===== src/rtl/rnt_pkg.sv =====
package rnt_pkg;
  localparam int unsigned DEF_NUM_REGS = 32;
  localparam int unsigned DEF_TAG_W    = 4;
endpackage


===== src/rtl/rnt_entry.sv =====
module rnt_entry #(
  parameter int unsigned TAG_W = rnt_pkg::DEF_TAG_W
) (
  input  logic             clk,
  input  logic             rst,
  input  logic             wr_en,
  input  logic [TAG_W-1:0] wr_tag,
  input  logic             clr_en,
  input  logic [TAG_W-1:0] clr_tag,
  output logic [TAG_W-1:0] tag
);
  logic clr_hit;
  assign clr_hit = clr_en && (clr_tag != '0) && (tag == clr_tag);

  always_ff @(posedge clk) begin
    if (rst)          tag <= '0;
    else if (wr_en)   tag <= wr_tag;
    else if (clr_hit) tag <= '0;
  end


  issue_write_chk: assert property (@(posedge clk) disable iff (rst)
    wr_en |=> tag == $past(wr_tag));


  clear_match_chk: assert property (@(posedge clk) disable iff (rst)
    (!wr_en && clr_en && clr_tag != '0 && tag == clr_tag) |=> tag == '0);


  hold_other_chk: assert property (@(posedge clk) disable iff (rst)
    (!wr_en && (!clr_en || tag != clr_tag)) |=> $stable(tag));
endmodule


===== src/rtl/rnt_read_port.sv =====
module rnt_read_port #(
  parameter int unsigned NUM_REGS = rnt_pkg::DEF_NUM_REGS,
  parameter int unsigned TAG_W    = rnt_pkg::DEF_TAG_W,
  localparam int unsigned IDX_W   = $clog2(NUM_REGS)
) (
  input  logic                            clk,
  input  logic                            rst,
  input  logic [NUM_REGS-1:0][TAG_W-1:0]  table_q,
  input  logic [IDX_W-1:0]                sel,
  input  logic                            bc_valid,
  input  logic [TAG_W-1:0]                bc_tag,
  output logic [TAG_W-1:0]                tag_q
);
  logic [TAG_W-1:0] picked;
  logic             bypass;

  assign picked = table_q[sel];
  assign bypass = bc_valid && (bc_tag != '0) && (picked == bc_tag);

  always_ff @(posedge clk) begin
    if (rst)         tag_q <= '0;
    else if (bypass) tag_q <= '0;
    else             tag_q <= picked;
  end
endmodule


===== src/rtl/rename_status_table.sv =====
module rename_status_table #(
  parameter int unsigned NUM_REGS = rnt_pkg::DEF_NUM_REGS,
  parameter int unsigned TAG_W    = rnt_pkg::DEF_TAG_W,
  localparam int unsigned IDX_W   = $clog2(NUM_REGS)
) (
  input  logic             clk,
  input  logic             rst,
  input  logic             issue_valid,
  input  logic [IDX_W-1:0] issue_src_a,
  input  logic [IDX_W-1:0] issue_src_b,
  input  logic [IDX_W-1:0] issue_dst,
  input  logic             issue_dst_en,
  input  logic [TAG_W-1:0] issue_tag,
  input  logic             bcast_valid,
  input  logic [TAG_W-1:0] bcast_tag,
  output logic             lookup_valid,
  output logic [TAG_W-1:0] src_a_tag,
  output logic [TAG_W-1:0] src_b_tag
);
  logic [NUM_REGS-1:0][TAG_W-1:0] table_q;
  logic                           dst_write;

  assign dst_write = issue_valid && issue_dst_en;

  for (genvar i = 0; i < NUM_REGS; i++) begin : g_entry
    rnt_entry #(.TAG_W(TAG_W)) u_entry (
      .clk     (clk),
      .rst     (rst),
      .wr_en   (dst_write && (issue_dst == IDX_W'(i))),
      .wr_tag  (issue_tag),
      .clr_en  (bcast_valid),
      .clr_tag (bcast_tag),
      .tag     (table_q[i])
    );
  end

  rnt_read_port #(.NUM_REGS(NUM_REGS), .TAG_W(TAG_W)) u_port_a (
    .clk(clk), .rst(rst), .table_q(table_q), .sel(issue_src_a),
    .bc_valid(bcast_valid), .bc_tag(bcast_tag), .tag_q(src_a_tag)
  );

  rnt_read_port #(.NUM_REGS(NUM_REGS), .TAG_W(TAG_W)) u_port_b (
    .clk(clk), .rst(rst), .table_q(table_q), .sel(issue_src_b),
    .bc_valid(bcast_valid), .bc_tag(bcast_tag), .tag_q(src_b_tag)
  );

  always_ff @(posedge clk) begin
    if (rst) lookup_valid <= 1'b0;
    else     lookup_valid <= issue_valid;
  end


  nonzero_tag_chk: assert property (@(posedge clk) disable iff (rst)
    dst_write |-> issue_tag != '0);


  lookup_follow_chk: assert property (@(posedge clk) disable iff (rst)
    issue_valid |=> lookup_valid);


  lookup_idle_chk: assert property (@(posedge clk) disable iff (rst)
    !issue_valid |=> !lookup_valid);


  bypass_a_chk: assert property (@(posedge clk) disable iff (rst)
    (issue_valid && bcast_valid && bcast_tag != '0) |=> src_a_tag != $past(bcast_tag));


  bypass_b_chk: assert property (@(posedge clk) disable iff (rst)
    (issue_valid && bcast_valid && bcast_tag != '0) |=> src_b_tag != $past(bcast_tag));
endmodule


===== config.mk =====
export PLATFORM = sky130hd
export DESIGN_NAME = rename_status_table
export DESIGN_NICKNAME = d
export VERILOG_FILES = /design/src/rtl/rnt_pkg.sv /design/src/rtl/rnt_entry.sv /design/src/rtl/rnt_read_port.sv /design/src/rtl/rename_status_table.sv
export SDC_FILE = /design/constraint.sdc
export NUM_CORES = 1
export LEC_CHECK = 0
export BUFFER_PORTS_ARGS = -buffer_cell sky130_fd_sc_hd__buf_2
export CAP_MARGIN = 0
export CORE_MARGIN = 3
export CORE_UTILIZATION = 65
export CTS_BUF_LIST = sky130_fd_sc_hd__clkbuf_4 sky130_fd_sc_hd__clkbuf_8
export DETAILED_ROUTE_END_ITERATION = 16
export GPL_TIMING_DRIVEN = 1
export PLACE_DENSITY = 0.83
export SLEW_MARGIN = 10
export SYNTH_ARGS = -nofsm -noshare
export SYNTH_HDL_FRONTEND = slang
export SYNTH_SLANG_ARGS = --single-unit

===== constraint.sdc =====
create_clock -name clk -period 2.33 [get_ports clk]
set_input_delay 0.1165 -clock clk [delete_from_list [all_inputs] [get_ports clk]]
set_output_delay 0.1165 -clock clk [all_outputs]
set_load 0.005 [all_outputs]

==> results of run 1 <==
[worst reg2reg max path: stages, from the launching register on]
cell,delay [ps]
dfxtp_1,430
mux2i_1,100
a22oi_1,280
a21oi_1,150
nor4_2,380
mux2i_1,360
a41oi_1,160
[per-layer routing]
layer,GRT usage (%),vias to the layer above
met5,0,-
met4,22.26,0
met3,10.45,139
met2,55.87,632
met1,47.34,4279
li1,-,4137
[worst min-delay path by stage]
| stage | start | endpoint |
|---|---|---|
| global placement | issue_valid | lookup_valid |
| floorplan | issue_valid | lookup_valid |
| global route | rst | g_entry[5].u_entry.tag[0] |
| detailed placement | issue_valid | lookup_valid |
| CTS | rst | g_entry[5].u_entry.tag[1] |
| finish | rst | g_entry[30].u_entry.tag[1] |
[state kept, by name, indices dropped and copies added (netlist names)]
signal,count
g_entry.u_entry.tag,128
lookup_valid,1
u_port_a.tag_q,4
u_port_b.tag_q,4
[Yosys cell counts (all sizes together)]
| cell | instances | share of area, % |
|---|---|---|
| nand2 | 197 | 8.0 |
| dfxtp | 137 | 30 |
| mux2i | 130 | 14 |
| a21oi | 128 | 6.9 |
| xor2 | 112 | 11 |
| nand3 | 107 | 5.8 |
| nor2 | 75 | 3.0 |
| a22oi | 64 | 5.2 |
| clkbuf | 43 | 1.7 |
| buf | 39 | 3.2 |
| a2bb2oi | 32 | 3.0 |
| nor4 | 32 | 2.7 |
| xnor2 | 22 | 2.1 |
| nand2b | 15 | 1.0 |
| nor3 | 10 | 0.54 |
| nor2b | 9 | 0.61 |
| a41oi | 8 | 0.76 |
| and2 | 3 | 0.20 |
| or2 | 3 | 0.20 |
| or2b | 3 | 0.24 |
| and3 | 1 | 0.068 |
| nand3b | 1 | 0.081 |
| o41a | 1 | 0.12 |
[cells by family (layout without fill, tap and decap cells)]
| group | after synthesis | in the layout | synth area share (%) |
|---|---|---|---|
| AOI/OAI and AO/OA | 233 | 233 | 16.05 |
| xor gates and xnor gates | 134 | 134 | 12.71 |
| buffers and inverters | 82 | 95 | 4.931 |
| DFF | 137 | 137 | 29.69 |
| muxes | 130 | 130 | 14.09 |
| and+or+nand+nor | 456 | 456 | 22.53 |
[layout make-up]
type | count | area share, %
clock buffer | 25 | 3.242
multi-input combinational | 953 | 61.35
tap | 176 | 2.237
timing repair buffer | 63 | 4.628
sequential | 137 | 27.87
clock inverter | 7 | 0.6738
[metrics by stage]
step / cells / setup WS [ps] / total power, W / util (%) / area, um2
4_1_cts: 1361 / 339.3 / 0.005126 / 72.59 / 9842
6_report: 1361 / 322.2 / 0.005165 / 72.59 / 9842
3_5_place_dp: 1328 / 111.5 / 0.003225 / 69.68 / 9447
2_1_floorplan: 1172 / 658.4 / 0.003005 / - / 9236
3_3_place_gp: 1328 / 204.5 / 0.003212 / 69.68 / 9447
5_1_grt: 1361 / 221.1 / 0.005292 / 72.59 / 9842
[where the power goes]
group | internal [W] | switching (W) | total (W) | leakage, nW
clock | 0.000999 | 0.000955 | 0.00195 | 0.203
combinational | 0.000286 | 0.000540 | 0.000827 | 2.61
sequential | 0.00236 | 0.0000216 | 0.00238 | 1.11
total | 0.00365 | 0.00152 | 0.00516 | 3.92
[layout by cell type (no fill, tap or decap), drive strengths merged, types with 10 or more instances in the layout]
cell type | Yosys | routed
nor4 | 32 | 32
mux2i | 130 | 130
nor2 | 75 | 75
a21oi | 128 | 128
nand2 | 197 | 197
dfxtp | 137 | 137
a2bb2oi | 32 | 32
nand3 | 107 | 107
a22oi | 64 | 64
nand2b | 15 | 15
xor2 | 112 | 112
xnor2 | 22 | 22
buf | 39 | 62
nor3 | 10 | 10
clkbuf | 43 | 25
[repair_timing]
action / 4_1_cts / 5_1_grt
endpoints found under the hold margin: 1 / 0
gates resized for setup: 0 / 0
hold buffers: 1 / 0
==> out/results.tsv, run 1 <==
stage	metric	value	unit
outcome	outcome	finished clean	
clocking	clock_sinks	137	
pwr	peakVddDrop	0.5053	mV
detailed_routing	highest_layer	met4	
detailed_routing	first_pass_iters	5	
global_routing	grt_pass1_vias	8449	
global_routing	grt_max_degree	66	
detailed_routing	drc	0	
clocking	root_buffer	clkbuf_8	
synth	netlist-cell-type-count	29	
global_routing	gr-total-overflow	0	
timing	grt_setup_unrepaired	no	
clocking	cts_setup_buffers	0	
worst_setup_path	path_depth	6	
worst_hold_path	hp-class	input port to flop	
timing	setup_tns	0	ps
die	die_area	0.01568	mm2
clocking	clk_pin_slew	80	ps
timing	period_share	86.17	%
synth	ys_ff_latch	137	
die	core_region_area	0.01356	mm2
clocking	clkLatencyLatePin	470	ps
clocking	cts_made_buffers	17	
synth	syn-num-nets	1200	
placed_design	dp_hpwl	20.15	mm
worst_setup_path	required	2660	ps
synth	yosysWarnings	0	
detailed_routing	route.met2.wl	13.14	mm
cells_and_area	antennaDiodeCount	0	
detailed_routing	avgRoutedWirePerCell	22.18	um
worst_setup_path	path_common_cell	mux2i_1	
worst_setup_path	end_kind	flop	
worst_setup_path	cpMaxStageDelayCell	dfxtp_1	
worst_setup_path	crit_path_start_kind	flop	
worst_setup_path	worst_ep_arrival_time	2330	ps
timing	max_freq	498.1	MHz
run	maxCapViolations	0	
timing	hold_viol_final	0	
worst_setup_path	critPathKind	flop to flop	
die	die_w	125.2	um
worst_setup_path	worstReg2RegEnd	u_port_b.tag_q[1]	
die	io_pins	37	
detailed_routing	first_iter_violations	1314	
detailed_routing	vias	9187	
worst_setup_path	crit_fanout	4	
die	die_h	125.2	um
synth	yosysSeqAreaShare	29.69	%
worst_setup_path	r2r_setup_slack	320	ps
clocking	cts_tree	yes	
clocking	clk_path_buf_depth	2	
detailed_routing	met1Wirelength	11.54	mm
cells_and_area	layout.nets	1200	
pwr	power.leakage	3.919	nW
placed_design	gp_congestion	1.024	
global_routing	grt_usage	37.10	%
detailed_routing	wl_met3	3.690	mm
detailed_routing	ant_nets	0	
placed_design	io_buffers	36	
detailed_routing	via_per_inst	6.750	
worst_setup_path	setup.worst_path.start	g_entry[17].u_entry.tag[2]	
clocking	cts-htree-levels	4	
worst_setup_path	regToRegStartpoint	g_entry[17].u_entry.tag[2]	
pwr	power_density	524.8	mW/mm2
timing	setup_viol	0	
die	start_util	68.12	%
cells_and_area	area_growth	6.557	%
worst_setup_path	path_cells	mux2i_1, a22oi_1, a21oi_1, nor4_2, mux2i_1, a41oi_1	
synth	netlist_instances	1172	
timing	hold_ws	118.9	ps
worst_setup_path	slowest_delay	430	ps
synth	avgSynthCellArea	7.881	um2
global_routing	grt_pass1_wl	45.99	mm
timing	finalClockSkew	10.66	ps
cells_and_area	seqCellArea	0.002743	mm2
worst_setup_path	crit_family	compound AO/OA/AOI/OAI gates	
worst_setup_path	timing.critical_path.buf_inv	0	
cells_and_area	multi_input_area	0.006038	mm2
worst_setup_path	rr_worst_depth	6	
timing	slew_headroom	26.71	%
worst_hold_path	hold_depth	2	
synth	synth_area	0.009236	mm2
die	rows	42	
global_routing	antenna_found_initial	0	
timing	slew_viol_final	0	
cells_and_area	drive_above_1_share	8.861	%
timing	worst_pin_slew	1097	ps
worst_setup_path	critPathCapture	u_port_b.tag_q[1]	
cells_and_area	fill_cells	1080	
detailed_routing	totalWireLength	30.19	mm
timing	fin_crit	2008	ps
Power figures use the tool's default switching activity.
==> run 2, diff against run 1 <==
- CORE_UTILIZATION: 65 -> 45
- PLACE_DENSITY: 0.83 -> unset
- REMOVE_ABC_BUFFERS: unset -> 1
- SLEW_MARGIN: 10 -> 20
==> run 2 against run 1 <==
Effect of this change: critical path depth unchanged; largest cell class unchanged; sequential power barely moved; register-to-register slack about the same; global-route usage down 8.6 points; power increased by 4.8%; design area increased by 2.4%; highest routed layer unchanged.
==> out/results.tsv, run 2 (synthesis gave the netlist of run 1 again) <==
stage	metric	value	unit
clocking	ctsHoldBuffers	1	
worst_setup_path	worstReg2RegEnd	u_port_b.tag_q[2]	
timing	fin_ws	314.3	ps
placed_design	dp_hpwl	22.44	mm
detailed_routing	vias	8925	
global_routing	grt_max_degree	61	
worst_setup_path	crit_path_start_kind	flop	
outcome	outcome	finished clean	
global_routing	grt_pass1_wl	49.24	mm
detailed_routing	first_iter_violations	1048	
cells_and_area	final_cell_area	0.01008	mm2
worst_setup_path	regToRegStartpoint	g_entry[19].u_entry.tag[2]	
die	core_region_area	0.01978	mm2
clocking	cts-htree-levels	4	
worst_setup_path	crit_fanout	4	
die	die_area	0.02228	mm2
pwr	power.leakage	3.988	nW
cells_and_area	area_growth	9.104	%
detailed_routing	drc	0	
global_routing	grt_most_used_layer	met2	
timing	hold_ws	61.56	ps
cells_and_area	largestRegisters	g_entry.u_entry.tag (128), u_port_a.tag_q (4), u_port_b.tag_q (4)	
cells_and_area	antennaDiodeCount	0	
pwr	power_density	536.9	mW/mm2
die	die_h	149.3	um
global_routing	gr-total-overflow	0	
timing	hold_viol_final	0	
placed_design	io_buffers	36	
clocking	clk_pin_slew	80	ps
global_routing	grt_pass1_vias	8333	
cells_and_area	final_common_cell	nand2_1	
clocking	cts_resized	0	
cells_and_area	layout.nets	1211	
cells_and_area	fill_cells	1970	
die	die_w	149.3	um
detailed_routing	via_per_inst	6.117	
worst_hold_path	hp-class	input port to flop	
clocking	clk_path_buf_depth	2	
detailed_routing	avgRoutedWirePerCell	21.86	um
clocking	clock_sinks	137	
clocking	cts_made_buffers	17	
timing	grt_setup_unrepaired	no	
clocking	root_buffer	clkbuf_8	
pwr	peakVddDrop	0.4044	mV
placed_design	placed_cell_area	0.009641	mm2
global_routing	grt_usage	28.52	%
worst_setup_path	worst_ep_arrival_time	2320	ps
timing	slew_viol_final	0	
placed_design	pre_cts_ws	-87.66	ps
timing	finalClockSkew	14.37	ps
die	rows	51	
clocking	cts_setup_buffers	0	
timing	worst_pin_slew	1048	ps
clocking	clkLatencyLatePin	460	ps
timing	setup_viol	0	
cells_and_area	mostFrequentLayoutCells	197 x nand2_1, 137 x dfxtp_1, 130 x mux2i_1	
run	maxCapViolations	0	
cells_and_area	largest_register_ffs	128	
cells_and_area	top_register	g_entry.u_entry.tag	
timing	max_freq	496.1	MHz
timing	slew_headroom	29.88	%
detailed_routing	first_pass_iters	6	
timing	period_share	86.51	%
clocking	cts_tree	yes	
worst_setup_path	required	2630	ps
detailed_routing	ant_nets	0	
worst_setup_path	end_kind	flop	
die	start_util	46.69	%
global_routing	use_met1	41.48	%
cells_and_area	drive_above_1_share	9.631	%
worst_setup_path	critPathKind	flop to flop	
global_routing	grt_use_met2	43.65	%
detailed_routing	totalWireLength	31.90	mm
timing	fin_crit	2016	ps
placed_design	gp_congestion	0.9475	
global_routing	antenna_found_initial	0	
worst_setup_path	critPathCapture	u_port_b.tag_q[2]	
worst_setup_path	setup.worst_path.start	g_entry[19].u_entry.tag[2]	
worst_setup_path	r2r_setup_slack	310	ps
global_routing	use_met3	5.439	%
worst_setup_path	rr_worst_depth	6	
die	io_pins	37	
## run 2: worst max-delay path, cell delays in order (launching register included)
cell and delay (ps):
dfxtp_1 400, mux2i_1 120, a22oi_1 280, a21oi_1 140
nor4_2 360, mux2i_1 400, a41oi_1 170
## run 2: how the worst min path moves through the flow
stage / from / end / cells after the start
2_1_floorplan: rst / g_entry[0].u_entry.tag[0] / 1
6_report: rst / g_entry[4].u_entry.tag[1] / 2
5_1_grt: rst / g_entry[5].u_entry.tag[2] / 2
4_1_cts: rst / g_entry[5].u_entry.tag[0] / 2
3_5_place_dp: issue_valid / lookup_valid / 2
3_3_place_gp: issue_valid / lookup_valid / 2
## run 2: per-layer routing
metal / vias up / wire [um]
met5: - / 0
met4: 0 / 643
met3: 55 / 2844
met2: 445 / 14250
met1: 4273 / 14160
li1: 4152 / -
## run 2: cell type report
type / instances / area, um2 / area share, %
multi-input cells: 953 / 6041 / 59.95
flip-flops and latches: 137 / 2743 / 27.22
repair buffers: 74 / 538.0 / 5.339
well taps: 265 / 331.6 / 3.290
clock buffers: 21 / 276.5 / 2.744
clock inverters: 9 / 147.6 / 1.465
## run 2: where the power goes
group          total, W  leakage, nW  internal [W]  switching [W]
Sequential      0.00239         1.11       0.00236      0.0000223
Combinational  0.000850         2.66      0.000300       0.000551
Clock           0.00217        0.218       0.00123       0.000947
Total           0.00541         3.99       0.00389        0.00152
## run 2: metrics by stage
| stage | std cells | util (%) | total power [W] | TNS (ps) |
|---|---|---|---|---|
| 6_report | 1459 | 50.94 | 0.005411 | 0 |
| 5_1_grt | 1459 | 50.94 | 0.005582 | 0 |
| 4_1_cts | 1459 | 50.93 | 0.005410 | 0 |
| 3_5_place_dp | 1428 | 48.74 | 0.003267 | -328.7 |
| 3_3_place_gp | 1428 | 48.74 | 0.003263 | -500.8 |
| 2_1_floorplan | 1090 | - | 0.002813 | 0 |
==> run 3, diff against run 2 <==
- BUFFER_PORTS_ARGS: -buffer_cell sky130_fd_sc_hd__buf_2 -> -buffer_cell sky130_fd_sc_hd__buf_4
- clock period: 2.33 -> 1.67 ns (I/O delays scaled with it)
==> run 3 against run 2 <==
Effect of this change: the run now ends with setup timing left; core utilization increased by 8.3 points; via count increased by 6.8%; global-route usage increased by 2.7 points; power increased by 37%; non-clock buffer count increased by 164; fmax increased by 7.7%; largest cell class unchanged; highest routed layer unchanged.
==> out/results.tsv, run 3 (synthesis gave the netlist of run 1 again) <==
stage	metric	value	unit
outcome	outcome	finished with violations	
outcome	violations	setup timing	
placed_design	dp_hpwl	24.48	mm
die	io_pins	37	
pwr	power.leakage	4.917	nW
cells_and_area	top_register	g_entry.u_entry.tag	
worst_setup_path	required	1990	ps
detailed_routing	wl_met3	3.287	mm
worst_hold_path	hold_depth	2	
worst_setup_path	worst_ep_arrival_time	2190	ps
cells_and_area	postLayoutCoreUtil	59.21	%
timing	slew_viol_final	0	
worst_setup_path	end_kind	flop	
pwr	switching_share	30.56	%
clocking	clk_path_buf_depth	2	
detailed_routing	drc	0	
cells_and_area	layout.nets	1375	
placed_design	dp.cells	1587	
cells_and_area	antennaDiodeCount	0	
pwr	intPower	0.005162	W
detailed_routing	first_pass_iters	6	
clocking	cts_tree	yes	
timing	worst_pin_slew	723.9	ps
die	start_util	46.69	%
pwr	power_switching	0.002271	W
pwr	p_seq_share	44.7	%
worst_setup_path	crit_fanout	4	
timing	hold_ws	85.99	ps
global_routing	grt_max_degree	41	
worst_setup_path	rr_worst_depth	7	
worst_setup_path	cpMaxStageDelayCell	dfxtp_1	
cells_and_area	largest_register_ffs	128	
clocking	clk_pin_slew	80	ps
detailed_routing	via_per_inst	5.874	
worst_setup_path	path_cells	mux2i_1, a22oi_1, a21oi_2, nor4_4, mux2i_2, buf_4, a41oi_2	
worst_setup_path	timing.critical_path.buf_inv	1	
cells_and_area	drive_above_1_share	27.41	%
pwr	peakVddDrop	0.4905	mV
worst_setup_path	regToRegStartpoint	g_entry[15].u_entry.tag[2]	
clocking	clock_sinks	137	
cells_and_area	area_growth	26.81	%
timing	fin_ws	-202.4	ps
pwr	combPwrFrac	20.2	%
die	die_w	149.3	um
global_routing	grt_usage	31.19	%
worst_setup_path	path_depth	7	
detailed_routing	met1Wirelength	14.54	mm
worst_setup_path	slowest_delay	390	ps
timing	fin_crit	1872	ps
global_routing	grt_pass1_vias	9218	
detailed_routing	route.met2.wl	15.83	mm
cells_and_area	final_common_cell	buf_4	
placed_design	io_buffers	36	
detailed_routing	avgRoutedWirePerCell	21.46	um
run	maxCapViolations	0	
clocking	cts-htree-levels	4	
timing	hold_viol_final	0	
worst_hold_path	hold_start	rst	
cells_and_area	fill_cells	1886	
timing	finalClockSkew	9.565	ps
timing	setup_viol	8	
pwr	power_density	634.7	mW/mm2
detailed_routing	first_iter_violations	878	
worst_setup_path	crit_path_start_kind	flop	
cells_and_area	stdcell_count	1622	
worst_setup_path	setup.worst_path.start	g_entry[15].u_entry.tag[2]	
timing	grt_setup_unrepaired	yes	
detailed_routing	ant_nets	0	
placed_design	gp_congestion	0.9783	
detailed_routing	vias	9528	
timing	period_share	112.1	%
cells_and_area	mostFrequentLayoutCells	227 x buf_4, 197 x nand2_1, 124 x mux2i_1	
clocking	root_buffer	clkbuf_8	
timing	max_freq	534.1	MHz
pwr	fin_total_pwr	0.007433	W
worst_setup_path	critPathKind	flop to flop	
die	die_area	0.02228	mm2
global_routing	antenna_found_initial	0	
die	core_region_area	0.01978	mm2
die	rows	51	
pwr	clkPwrFrac	35.1	%
global_routing	gr-total-overflow	0	
clocking	cts_made_buffers	17	
placed_design	pre_cts_ws	-502.9	ps
die	die_h	149.3	um
worst_setup_path	crit_family	compound AO/OA/AOI/OAI gates	
global_routing	grt_pass1_wl	52.81	mm
detailed_routing	highest_layer	met4	
worst_hold_path	hp-class	input port to flop	
clocking	clkLatencyLatePin	460	ps
timing	slew_headroom	51.64	%
cells_and_area	largestRegisters	g_entry.u_entry.tag (128), u_port_a.tag_q (4), u_port_b.tag_q (4)	
detailed_routing	totalWireLength	34.81	mm
[run 3: cell count changes in the layout (fill, tap and decap cells not counted), moves of 6 or more]
cell     previous run  this run
a41oi_2             0         7
a21oi_1           128       119
a21oi_2             0         9
xnor2_1            22        16
dfxtp_1           137        88
a22oi_1            64        47
buf_4              35       227
dfxtp_2             0        47
buf_2              33         0
a22oi_2             0        17
xnor2_2             0         6
mux2i_1           130       124
a41oi_1             8         1
[run 3: metal layers]
layer | GRT usage [%] | vias up
li1 | - | 4486
met1 | 41.75 | 4501
met2 | 48.88 | 465
met3 | 7.353 | 76
met4 | 11.95 | 0
met5 | 0 | -
[run 3: area by class of cell]
cell class / count / area [um2] / area share, %
multi-input cells: 953 / 6306 / 53.84
well taps: 265 / 331.6 / 2.831
clock buffers: 21 / 276.5 / 2.361
clock inverters: 8 / 75.07 / 0.6410
repair buffers: 238 / 1914 / 16.34
flip-flops and latches: 137 / 2809 / 23.98
[run 3: what timing repair did]
| action | 4_1_cts | 5_1_grt |
|---|---|---|
| gates resized for setup | 83 | 17 |
| setup buffers | 5 | 0 |
| pin swaps | 30 | 14 |
| setup endpoints to repair | 8 | 9 |
| hold buffers | 1 | 0 |
| hold endpoints to repair | 1 | 0 |
[run 3: power by group through the flow]
stage,clock [W],sequential (W),combinational (W)
after CTS,0.00264,0.00332,0.00146
after global routing,0.00278,0.00332,0.00157
after global placement,0,0.00340,0.00133
after floorplan,0,0.00339,0.000532
after detailed placement,0,0.00340,0.00134
final,0.00261,0.00332,0.00151
[run 3: through the flow]
stage               cell area (um2)  TNS, ps
global placement              10980    -3168
detailed placement            10980    -3275
CTS                           11670   -540.3
global route                  11710    -1651
finish                        11710    -1118
floorplan                      8781        0
[run 3: final timing paths]
path                                     to  slack (ps)
setup / recovery          u_port_b.tag_q[0]        -200
hold reg to reg   g_entry[2].u_entry.tag[3]         510
setup reg to reg          u_port_b.tag_q[0]        -200
hold / removal    g_entry[6].u_entry.tag[1]          90
[run 3: worst reg2reg max path, cell delays in order, from the launching register on]
cell	delay (ps)
dfxtp_1	390
mux2i_1	100
a22oi_1	250
a21oi_2	130
nor4_4	290
mux2i_2	260
buf_4	170
a41oi_2	140
